### config.mk
export PLATFORM = sky130hd
export DESIGN_NAME = pglink_init
export DESIGN_NICKNAME = d
export VERILOG_FILES = /design/src/rtl/pglink_pkg.sv /design/src/rtl/pglink_entry_gen.sv /design/src/rtl/pglink_poll.sv /design/src/rtl/pglink_init.sv
export SDC_FILE = /design/constraint.sdc
export NUM_CORES = 1
export LEC_CHECK = 0
export BUFFER_PORTS_ARGS = -buffer_cell sky130_fd_sc_hd__buf_4
export CORE_ASPECT_RATIO = 0.7
export CORE_UTILIZATION = 61
export CTS_CLUSTER_SIZE = 12
export DETAILED_ROUTE_END_ITERATION = 6
export HOLD_SLACK_MARGIN = 0.06
export PLACE_DENSITY_LB_ADDON = 0.2
export SETUP_SLACK_MARGIN = 0.4
export SLEW_MARGIN = 20
export SYNTH_ARGS = -nofsm -noshare
export SYNTH_HDL_FRONTEND = slang
export SYNTH_SLANG_ARGS = --single-unit
export TNS_END_PERCENT = 30
### constraint.sdc
create_clock -name clk -period 7.48 [get_ports clk]
set_input_delay 0.374 -clock clk [delete_from_list [all_inputs] [get_ports clk]]
set_output_delay 0.374 -clock clk [all_outputs]
set_load 0.03 [all_outputs]
### src/rtl/pglink_pkg.sv
package pglink_pkg;
  localparam logic [1:0] OP_WRITE = 2'b01;
  localparam logic [1:0] ST_IDLE  = 2'b00;

  typedef enum logic [1:0] {
    S_IDLE,
    S_ISSUE,
    S_SETTLE,
    S_POLL
  } seq_state_t;
endpackage

### src/rtl/pglink_entry_gen.sv
module pglink_entry_gen #(
  parameter int ADDR_W   = 8,
  parameter int LAST_IDX = 255
) (
  input  logic [ADDR_W-1:0] idx,
  input  logic [ADDR_W-1:0] bnd,
  output logic [ADDR_W-1:0] data
);
  localparam logic [ADDR_W-1:0] END_MARK = '1;
  localparam logic [ADDR_W-1:0] LAST_C   = ADDR_W'(LAST_IDX);

  logic [ADDR_W:0] nxt;

  always_comb begin
    nxt = {1'b0, idx} + 1'b1;
    if ({1'b0, idx} < {1'b0, bnd}) begin
      // chain region: final chain page terminates the list
      data = (nxt == {1'b0, bnd}) ? END_MARK : nxt[ADDR_W-1:0];
    end else if (idx == LAST_C) begin
      // ring closure back to the first ring page
      data = bnd;
    end else begin
      data = nxt[ADDR_W-1:0];
    end
  end
endmodule

### src/rtl/pglink_poll.sv
module pglink_poll #(
  parameter int LIMIT = 16
) (
  input  logic clk,
  input  logic rst,
  input  logic arm,
  input  logic check,
  input  logic st_idle,
  output logic ok,
  output logic expired
);
  localparam int CW = $clog2(LIMIT + 1);
  localparam logic [CW-1:0] LIM_C = CW'(LIMIT);

  logic [CW-1:0] cnt;

  always_ff @(posedge clk) begin
    if (rst || arm) begin
      cnt <= '0;
    end else if (check && !st_idle && cnt != LIM_C) begin
      cnt <= cnt + 1'b1;
    end
  end

  assign ok      = check && st_idle;
  assign expired = check && !st_idle && (cnt == LIM_C);

  // counter saturates at the limit
  p_cnt_cap_r7: assert property (@(posedge clk) disable iff (rst)
    cnt <= LIM_C);
endmodule

### src/rtl/pglink_init.sv
module pglink_init
  import pglink_pkg::*;
#(
  parameter int ADDR_W     = 8,
  parameter int LAST_IDX   = 255,
  parameter int POLL_LIMIT = 16
) (
  input  logic                  clk,
  input  logic                  rst,
  input  logic                  start,
  input  logic [ADDR_W-1:0]     boundary,
  input  logic [1:0]            tbl_status,
  output logic                  busy,
  output logic                  done,
  output logic                  err,
  output logic                  tbl_we,
  output logic [2*ADDR_W+1:0]   tbl_cmd
);
  localparam logic [ADDR_W-1:0] LAST_C = ADDR_W'(LAST_IDX);

  seq_state_t        state;
  logic [ADDR_W-1:0] idx;
  logic [ADDR_W-1:0] bnd_q;
  logic [ADDR_W-1:0] gen_data;
  logic              poll_ok;
  logic              poll_exp;

  pglink_entry_gen #(.ADDR_W(ADDR_W), .LAST_IDX(LAST_IDX)) u_gen (
    .idx  (idx),
    .bnd  (bnd_q),
    .data (gen_data)
  );

  pglink_poll #(.LIMIT(POLL_LIMIT)) u_poll (
    .clk     (clk),
    .rst     (rst),
    .arm     (state == S_ISSUE),
    .check   (state == S_POLL),
    .st_idle (tbl_status == ST_IDLE),
    .ok      (poll_ok),
    .expired (poll_exp)
  );

  always_ff @(posedge clk) begin
    if (rst) begin
      state   <= S_IDLE;
      idx     <= '0;
      bnd_q   <= '0;
      busy    <= 1'b0;
      done    <= 1'b0;
      err     <= 1'b0;
      tbl_we  <= 1'b0;
      tbl_cmd <= '0;
    end else begin
      done   <= 1'b0;
      tbl_we <= 1'b0;
      case (state)
        S_IDLE: begin
          if (start) begin
            bnd_q <= boundary;
            idx   <= '0;
            err   <= 1'b0;
            busy  <= 1'b1;
            state <= S_ISSUE;
          end
        end
        S_ISSUE: begin
          tbl_we  <= 1'b1;
          tbl_cmd <= {OP_WRITE, gen_data, idx};
          state   <= S_SETTLE;
        end
        S_SETTLE: state <= S_POLL;
        S_POLL: begin
          if (poll_ok) begin
            if (idx == LAST_C) begin
              busy  <= 1'b0;
              done  <= 1'b1;
              state <= S_IDLE;
            end else begin
              idx   <= idx + 1'b1;
              state <= S_ISSUE;
            end
          end else if (poll_exp) begin
            err   <= 1'b1;
            busy  <= 1'b0;
            done  <= 1'b1;
            state <= S_IDLE;
          end
        end
        default: state <= S_IDLE;
      endcase
    end
  end

  // a write strobe is never followed directly by another
  p_single_we_r6: assert property (@(posedge clk) disable iff (rst)
    tbl_we |=> !tbl_we);
  // done is a one-cycle pulse
  p_done_pulse_r10: assert property (@(posedge clk) disable iff (rst)
    done |=> !done);
  // busy is low while done is shown
  p_done_idle_r10: assert property (@(posedge clk) disable iff (rst)
    done |-> !busy);
  // busy only ends through a done pulse
  p_busy_end_r9: assert property (@(posedge clk) disable iff (rst)
    $fell(busy) |-> done);
  // nothing is written once a pass has been abandoned
  p_err_quiet_r7: assert property (@(posedge clk) disable iff (rst)
    (err && !busy) |-> !tbl_we);
endmodule

==> metrics.md, run 1 <==
| Metric | Value |
|---|---|
| Final WS setup | 4.474 ns |
| Final Hold Vio Count | 0 |
| Hold_sp | boundary[5] |
| Seq/Total Area, Yosys | 36.90% |
| Max-cap viol count | 0 |
| Hold-fix buffer count after cts | 0 |
| Pins Over Slew Limit | 0 |
| I/O Buffers | 33 |
| Cts bufs inserted | 5 |
| Vias in the first global route | 1852 |
| Ranking of synthesized cells by area | dfxtp_1 37%, ha_1 7.3%, nand2_1 6.4% |
| First-pass GRT wire length | 8845 µm |
| Clock transition at the registers of the reported paths | 0.08 ns |
| Mapped Area | 2387 µm² |
| Worst Setup Path Type | reg -> reg |
| Area Overhead vs Synth | 13.89% |
| Max Freq | 332.7 MHz |
| RSZ-0062 raised after global routing | false |
| Root Driver | clkbuf_8 |
| Most common cell after layout, fill and taps aside | dfxtp_1 |
| Routed WL | 5516 µm |
| Power per Cell Area | 280.2 nW/µm² |
| Reg-to-Reg End | tbl_cmd[9]$_SDFFE_PP0P_ |
| Vias | 2114 |
| N_diodes | 0 |
| CORE AREA | 3626 µm² |
| Setup WS pre-CTS | 4.590 ns |
| CP Data Required Time | 7.68 ns |
| Synth Warn # | 0 |
| Final Cycle Share | 40.19% |
| Worst-Skew Late Latency | 0.30 ns |
| Startpoint types | flip-flop |
| Drt wl/cell | 15.20 µm |
| CTS tree | done |
| Initial antenna violation count | 0 |
| CTS resizes | 0 |
| Max rail drop VDD | 0.2105 mV |
| Final nets | 340 |
| I/O pins | 35 |
| Synth Instances | 289 |
| Htree depth | 2 |
| Most frequent cells in the layout | 44 x dfxtp_1, 41 x nand2_1, 34 x buf_4, 33 x nor2_1, 27 x a21oi_1 |
| Grt ovf | 0 |
| Worst setup path endpoint | tbl_cmd[9]$_SDFFE_PP0P_ |
| Setup TNS | 0 ns |
| Hpwl dp | 4013 µm |
| Minimum clock period | 3.006 ns |
| Area leader, netlist | dfxtp_1 |
| Largest net degree at the start of global routing | 40 |
| Crit-path cells | ha_1 > a21oi_1 > nand2_1 > or4_1 > a2111o_1 > or4_1 > a311oi_2 |
| Total GRT Usage | 28.14% |
| Setup slack, reg-to-reg | 4.47 ns |
| Initial core utilization | 65.84% |
| Share of cells above drive strength 1 | 16.29% |
| DRC Markers | 0 |
| Fin util | 74.98% |
| CP max-delay cell | or4_1 |
| Pleak | 1.055 nW |
| Syn_area_per_cell | 8.261 µm² |
| Max stage delay on crit path | 0.64 ns |
| Worst-path fanout max | 9 |
| Status | finished, final reports clean |
| Reg2Reg Launch Point | idx[7]$_SDFFE_PP0P_ |
| Worst Skew | 0.005506 ns |
| # setup viols final | 0 |
| Distinct cell type count of the synthesized netlist | 42 |
| Die height | 54.34 µm |
| Initial DRC Count | 305 |
| Post-DR vias/cell | 5.824 |
| Die area | 4172 µm² |
| Die X | 76.77 µm |
| Most used cell, CP | or4_1 |
| Clock buffer depth | 2 |
| Synthesized flop and latch total | 44 |
| Setup crit start | idx[7]$_SDFFE_PP0P_ |
| Post-synth net total | 316 |
| CTS Sinks | 44 |
| Detail Route Antenna Nets | 0 |
| Slew @ Worst Pin | 0.9921 ns |
| Post-synth top area share | 36.90% |
| DR pass1 iterations | 5 |
| Worst r2r path cells | 7 |
| Site Rows | 18 |
| Arrival time at the worst endpoint | 3.21 ns |
| Slew HR | 33.86% |
| Placer Congestion | 0.9268 |
| CP endpoint kind | flip-flop |
| Setup Buffers After CTS | 0 |
| Worst hold-check path type | in -> reg |
==> per-layer routing <==
metal | routed length (µm) | part of all wire, % | vias to the layer above | track usage (%)
met2 | 2355 | 43 | 100 | 44.05
met1 | 2666 | 48 | 960 | 38.50
met5 | 0 | 0 | - | 0
met4 | 89 | 1.6 | 0 | 10.58
met3 | 405 | 7.3 | 16 | 6.167
li1 | - | - | 1038 | -
==> Yosys cell counts (all sizes together) <==
| cell type | n |
|---|---|
| dfxtp | 44 |
| a31oi | 2 |
| o21ai | 11 |
| nand3 | 7 |
| and2b | 1 |
| nor4bb | 2 |
| nor3 | 6 |
| a32oi | 1 |
| a2111o | 1 |
| o21bai | 1 |
| a2111oi | 1 |
| or3 | 3 |
| nor2b | 3 |
| a22oi | 3 |
| xnor2 | 10 |
| mux2i | 13 |
| and2 | 2 |
| o31ai | 3 |
| nand4 | 3 |
| o32ai | 1 |
| inv | 14 |
| ha | 14 |
| a21o | 2 |
| clkbuf | 11 |
| o21a | 1 |
| conb | 1 |
| nor2 | 33 |
| nor3b | 1 |
| xor2 | 5 |
| o31a | 2 |
| buf | 6 |
| a21bo | 2 |
| nand2b | 1 |
| or4 | 2 |
| or2 | 2 |
| a21oi | 27 |
| nand2 | 41 |
| a311oi | 6 |
==> cell type report <==
cell class                      count  area [µm²]
Multi-Input combinational cell    214        1371
Sequential cell                    44       880.8
Tap cell                           50       62.56
Clock buffer                        7       96.34
Inverter                           14       52.55
Fill cell                         285       907.1
Timing Repair Buffer               34       255.2
==> worst min-delay path by stage <==
stage,cells past startpoint,end
finish,3,bnd_q[5]$_SDFFE_PP0P_
global route,3,bnd_q[5]$_SDFFE_PP0P_
CTS,3,bnd_q[5]$_SDFFE_PP0P_
detailed placement,2,tbl_cmd[16]$_SDFFE_PP0P_
global placement,2,tbl_cmd[16]$_SDFFE_PP0P_
floorplan,2,bnd_q[2]$_SDFFE_PP0P_
==> cell families after synthesis <==
kind of cell,share of synthesized area (%)
adder cells (fa/ha/maj),7.338
XOR/XNOR,5.817
AND/OR/NAND/NOR,20.13
other,0.1571
buffers and inverters,5.660
multiplexers,5.451
flip-flops,36.90
AO/OA/AOI/OAI,18.55
==> registers in the layout (all words and copies together), names as in the netlist <==
signal,cells
bnd_q,8
busy,1
done,1
err,1
idx,8
state,2
tbl_cmd,17
tbl_we,1
u_poll.cnt,5
==> critical path: cells and delay by family, from the launching register on <==
kind | cells | cell delay, ns
flops | 1 | 0.51
compound gates | 3 | 0.92
fa+ha+maj | 1 | 0.31
simple gates | 3 | 1.17
==> stage by stage <==
step	instances	hold WS, ns	total power, mW	area [µm²]
floorplan	289	0.4497	0.5149	2387
global placement	356	0.4533	0.5929	2623
detailed placement	356	0.4610	0.6001	2623
CTS	363	0.3189	0.7605	2719
global route	363	0.3219	0.8054	2719
finish	363	0.3146	0.7620	2719
==> power breakdown <==
group / internal (mW) / leakage [nW] / switching, mW
sequential: 0.267 / 0.358 / 0.0260
combinational: 0.114 / 0.647 / 0.197
clock: 0.0822 / 0.0503 / 0.0765
Power figures use the tool's default switching activity.
==> run 2, diff against run 1 <==
--- a/config.mk
+++ b/config.mk
@@ -7,7 +7,7 @@
 export LEC_CHECK = 0
 export BUFFER_PORTS_ARGS = -buffer_cell sky130_fd_sc_hd__buf_4
 export CORE_ASPECT_RATIO = 0.7
-export CORE_UTILIZATION = 61
+export CORE_UTILIZATION = 57
 export CTS_CLUSTER_SIZE = 12
 export DETAILED_ROUTE_END_ITERATION = 6
 export HOLD_SLACK_MARGIN = 0.06
==> constraint.sdc (replaced) <==
create_clock -name clk -period 2.95 [get_ports clk]
set_input_delay 0.1475 -clock clk [delete_from_list [all_inputs] [get_ports clk]]
set_output_delay 0.1475 -clock clk [all_outputs]
set_load 0.03 [all_outputs]
==> metrics.md, run 2 (synthesis gave the netlist of run 1 again) <==
| Metric | Value |
|---|---|
| Status | finished, final reports clean |
| I/O Buffers | 33 |
| Detail Route Antenna Nets | 0 |
| CORE AREA | 3970 µm² |
| Worst Setup Path Type | reg -> reg |
| CP bufs+invs | 0 |
| Max Freq | 404.4 MHz |
| Worst-path fanout max | 8 |
| RSZ-0062 raised after global routing | true |
| Htree depth | 2 |
| DR pass1 iterations | 4 |
| Final nets | 349 |
| Site Rows | 19 |
| Setup WS pre-CTS | 0.1052 ns |
| Slew @ Worst Pin | 0.6003 ns |
| Crit-path cells | ha_4 > xor2_2 > xnor2_1 > or4_1 > a2111o_1 > or4_4 > a311oi_2 |
| Clock transition at the registers of the reported paths | 0.08 ns |
| Placer Congestion | 0.9174 |
| Most common cell after layout, fill and taps aside | buf_4 |
| Slew HR | 59.98% |
| Power per Cell Area | 675.1 nW/µm² |
| Comb pwr share | 41.2% |
| Clock buffer depth | 2 |
| I/O pins | 35 |
| CTS tree | done |
| Net Sw Frac | 38.52% |
| Max rail drop VDD | 0.6329 mV |
| Initial antenna violation count | 0 |
| Die area | 4455 µm² |
| Reg2Reg Launch Point | idx[0]$_SDFFE_PP0P_ |
| Final Hold Vio Count | 0 |
| Initial DRC Count | 212 |
| Largest register FFs | 17 |
| Hpwl dp | 4056 µm |
| Share of cells above drive strength 1 | 21.67% |
| Worst-Skew Late Latency | 0.29 ns |
| Fill cell count | 319 |
| Power share of the sequential group | 38.7% |
| Grt ovf | 0 |
| Max stage delay on crit path | 0.51 ns |
| Hold_sp | boundary[2] |
| Die X | 79.35 µm |
| Startpoint types | flip-flop |
| Cts bufs inserted | 5 |
| Worst Skew | 0.004370 ns |
| Final Cycle Share | 83.82% |
| Internal power | 1.177 mW |
| Total GRT Usage | 27.26% |
| Vias | 2107 |
| CTS Sinks | 44 |
| Hold-fix buffer count after cts | 0 |
| Setup TNS | 0 ns |
| Delay-heaviest family, CP | simple AND/OR/NAND/NOR gates |
| Pleak | 1.103 nW |
| Clock share of power | 20.1% |
| Die height | 56.15 µm |
| Worst hold-check path type | in -> reg |
| Routed WL | 5566 µm |
| Area Overhead vs Synth | 18.76% |
| First-pass GRT wire length | 9142 µm |
| Placed inst area | 2670 µm² |
| DRC Markers | 0 |
| Most frequent cells in the layout | 43 x buf_4, 41 x nand2_1, 38 x dfxtp_1, 32 x nor2_1, 26 x a21oi_1 |
| # setup viols final | 0 |
| Cell Count, Final, Fillers Out | 375 |
| Final WS setup | 0.4774 ns |
| Biggest regs | tbl_cmd x17, bnd_q x8, idx x8 |
| N_diodes | 0 |
| Non-Filler Cell Area, Final | 2835 µm² |
| Largest net degree at the start of global routing | 40 |
| Drt wl/cell | 14.84 µm |
| Sw power | 0.7373 mW |
| Placed insts | 364 |
| Max-cap viol count | 0 |
| Setup crit start | idx[0]$_SDFFE_PP0P_ |
| Root Driver | clkbuf_8 |
| Initial core utilization | 60.13% |
| Arrival time at the worst endpoint | 2.68 ns |
| CP endpoint kind | flip-flop |
| Pins Over Slew Limit | 0 |
| Vias in the first global route | 1884 |
| Post-DR vias/cell | 5.619 |
| CP Data Required Time | 3.16 ns |
| Minimum clock period | 2.473 ns |
| CP max-delay cell | or4_4 |
| Reg with most FFs | tbl_cmd |
run 2: cell count changes in the layout (fill, tap and decap cells not counted), moves of 2 or more:
cell | previous run | this run
ha_4 | 0 | 2
dfxtp_1 | 44 | 38
ha_1 | 14 | 12
dfxtp_4 | 0 | 4
clkbuf_1 | 0 | 2
buf_4 | 34 | 43
dfxtp_2 | 0 | 2
run 2: power by group through the flow:
stage               clock (mW)  combinational, mW  sequential [mW]
finish                   0.385              0.789            0.741
global placement             0              0.760            0.752
floorplan                    0              0.473            0.832
global route             0.419              0.867            0.752
CTS                      0.392              0.783            0.739
detailed placement           0              0.765            0.754
run 2: per-stage QoR:
stage          utilization (%)  total power [mW]  hold WS (ns)
5_1_grt                  71.42             2.039       0.09225
3_5_place_dp             67.26             1.519        0.4073
6_report                 71.42             1.914       0.09414
3_3_place_gp             67.26             1.511        0.3950
2_1_floorplan                -             1.306        0.2324
4_1_cts                  71.26             1.914       0.08721
run 2: tightest hold or removal path: cells and delay by family:
family                 cells  cell delay [ns]
AO/OA/AOI/OAI              1             0.05
buffers and inverters      1             0.11
AND/OR/NAND/NOR            1             0.04
run 2: final timing paths:
path	cells past startpoint	end	slack, ns
worst max-delay path	7	tbl_cmd[10]$_SDFFE_PP0P_	0.48
worst min-delay path	3	bnd_q[2]$_SDFFE_PP0P_	0.09
worst max register to register	7	tbl_cmd[10]$_SDFFE_PP0P_	0.48
worst min register to register	2	tbl_cmd[16]$_SDFFE_PP0P_	0.47
run 2: metal layers:
metal / GRT usage (%) / part of all wire, % / up-vias
met5: 0 / 0 / -
met4: 7.532 / 1.4 / 0
met3: 7.705 / 8.0 / 8
met2: 38.30 / 42 / 84
met1: 40.37 / 49 / 958
li1: - / - / 1057
run 2: cell type report:
| type | instances | area (µm²) | area share, % |
|---|---|---|---|
| Multi-Input combinational cell | 214 | 1406 | 49.60 |
| Inverter | 14 | 52.55 | 1.853 |
| Clock buffer | 8 | 90.09 | 3.177 |
| Timing Repair Buffer | 43 | 322.8 | 11.39 |
| Tap cell | 52 | 65.06 | 2.295 |
| Sequential cell | 44 | 898.4 | 31.69 |
run 2: what timing repair did:
| action | 4_1_cts | 5_1_grt |
|---|---|---|
| buffers inserted | 3 | 0 |
| resized for setup | 13 | 3 |
| pin swaps | 4 | 1 |
| endpoints found under the setup margin | 8 | 8 |
==> run 3, diff against run 2 <==
--- a/config.mk
+++ b/config.mk
@@ -7,7 +7,7 @@
 export LEC_CHECK = 0
 export BUFFER_PORTS_ARGS = -buffer_cell sky130_fd_sc_hd__buf_4
 export CORE_ASPECT_RATIO = 0.7
-export CORE_UTILIZATION = 57
+export CORE_UTILIZATION = 51
 export CTS_CLUSTER_SIZE = 12
 export DETAILED_ROUTE_END_ITERATION = 6
 export HOLD_SLACK_MARGIN = 0.06
==> constraint.sdc (replaced) <==
create_clock -name clk -period 2.03 [get_ports clk]
set_input_delay 0.1015 -clock clk [delete_from_list [all_inputs] [get_ports clk]]
set_output_delay 0.1015 -clock clk [all_outputs]
set_load 0.03 [all_outputs]
==> metrics.md, run 3 (synthesis gave the netlist of run 1 again) <==
| Metric | Value |
|---|---|
| Status | finished with violations |
| Failing checks | negative setup slack |
| Share of cells above drive strength 1 | 36.29% |
| CP Data Required Time | 2.24 ns |
| Largest net degree at the start of global routing | 27 |
| Final nets | 398 |
| Clock transition at the registers of the reported paths | 0.08 ns |
| DR pass1 iterations | 4 |
| Detail Route Antenna Nets | 0 |
| Initial DRC Count | 191 |
| Max rail drop VDD | 0.6937 mV |
| # setup viols final | 8 |
| CTS Sinks | 44 |
| Cts bufs inserted | 5 |
| Clock buffer depth | 2 |
| RSZ-0062 raised after global routing | true |
| DRC Markers | 0 |
| I/O Buffers | 33 |
| Drt wl/cell | 14.46 µm |
| Worst Setup Path Type | reg -> reg |
| CORE AREA | 4404 µm² |
| Root Driver | clkbuf_8 |
| Grt ovf | 0 |
| I/O pins | 35 |
| Die X | 83.78 µm |
| Worst-path fanout max | 8 |
| Post-DR vias/cell | 5.356 |
| Power per Cell Area | 913.6 nW/µm² |
| Startpoint types | flip-flop |
| N_diodes | 0 |
| Most frequent cells in the layout | 82 x buf_4, 39 x nand2_1, 38 x dfxtp_1, 31 x nor2_1, 22 x a21oi_1 |
| Placed inst area | 3032 µm² |
| Biggest regs | tbl_cmd x17, bnd_q x8, idx x8 |
| CP endpoint kind | flip-flop |
| Max-cap viol count | 0 |
| Routed WL | 6173 µm |
| Non-Filler Cell Area, Final | 3363 µm² |
| Most common cell after layout, fill and taps aside | buf_4 |
| Pleak | 1.362 nW |
| Max stage delay on crit path | 0.47 ns |
| Arrival time at the worst endpoint | 2.69 ns |
| Initial antenna violation count | 0 |
| CTS tree | done |
| Vias | 2287 |
| Vias in the first global route | 1989 |
| Site Rows | 20 |
| Final Cycle Share | 122.1% |
| Minimum clock period | 2.478 ns |
| Crit-path cells | inv_2 > ha_4 > a21oi_4 > nand2_1 > or4_4 > a2111o_1 > or4_4 > buf_8 > a311oi_2 |
| Reg with most FFs | tbl_cmd |
| Hpwl dp | 4410 µm |
| Placer Congestion | 0.9289 |
| Final WS setup | -0.4485 ns |
| Most used cell, CP | or4_4 |
| Worst-Skew Late Latency | 0.29 ns |
| Worst Skew | 0.006078 ns |
| Largest register FFs | 17 |
| Max Freq | 403.5 MHz |
| Total GRT Usage | 24.85% |
| Pins Over Slew Limit | 0 |
| First-pass GRT wire length | 9584 µm |
| Final Hold Vio Count | 0 |
| Area Overhead vs Synth | 40.88% |
| CP max-delay cell | or4_4 |
| Initial core utilization | 54.20% |
| Setup TNS | -3.358 ns |
| Die area | 4963 µm² |
| Die height | 59.24 µm |
| Worst hold-check path type | in -> reg |
| Htree depth | 2 |
[run 3: worst max-delay path: cells and delay by family (launching register included)]
family,cells,cell delay (ns)
AOI/OAI and AO/OA,3,0.67
adders and majority gates,1,0.22
DFF,1,0.34
buffers and inverters,2,0.20
and+or+nand+nor,3,0.97
[run 3: per-layer routing]
layer | vias up | wire length (µm) | track usage (%)
met1 | 1063 | 2991 | 36.30
met3 | 4 | 378 | 5.153
met2 | 63 | 2765 | 37.75
li1 | 1157 | - | -
met5 | - | 0 | 0
met4 | 0 | 38 | 6.053
[run 3: per-stage QoR]
stage,power [mW],setup slack [ns],cells,utilization (%),hold slack (ns)
CTS,2.997,-0.4704,426,74.38,0.06236
finish,3.073,-0.4485,427,76.36,0.06613
global placement,2.350,-0.4324,410,68.84,0.3522
global route,3.246,-0.5413,427,76.36,0.06969
detailed placement,2.365,-0.5066,410,68.84,0.3602
floorplan,1.903,-0.3978,289,-,0.1864
[run 3: power breakdown]
group	switching [mW]	internal (mW)
registers	0.0662	0.982
clock network	0.284	0.278
logic	0.832	0.630
total	1.18	1.89
[run 3: path summary, 6_finish.rpt]
path,startpoint,to,slack [ns],cells after the start
hold / removal,boundary[5],bnd_q[5]$_SDFFE_PP0P_,0.07,3
setup / recovery,bnd_q[7]$_SDFFE_PP0P_,tbl_cmd[10]$_SDFFE_PP0P_,-0.45,9
setup reg to reg,bnd_q[7]$_SDFFE_PP0P_,tbl_cmd[10]$_SDFFE_PP0P_,-0.45,9
hold reg to reg,tbl_cmd[16]$_SDFFE_PP0P_,tbl_cmd[16]$_SDFFE_PP0P_,0.48,2
[run 3: layout make-up]
cell class | instances | area, µm²
clock buffers | 8 | 90.09
fillers | 322 | 1041
inverters | 14 | 52.55
multi-input cells | 214 | 1535
flip-flops and latches | 44 | 893.4
well taps | 55 | 68.82
repair buffers | 92 | 723.2
[run 3: timing repair]
action | in CTS | in global routing
endpoints found under the hold margin | 7 | 0
endpoints found under the setup margin | 19 | 22
setup buffers | 1 | 1
hold buffers | 7 | 0
pin swaps | 17 | 25
gates resized for setup | 22 | 24
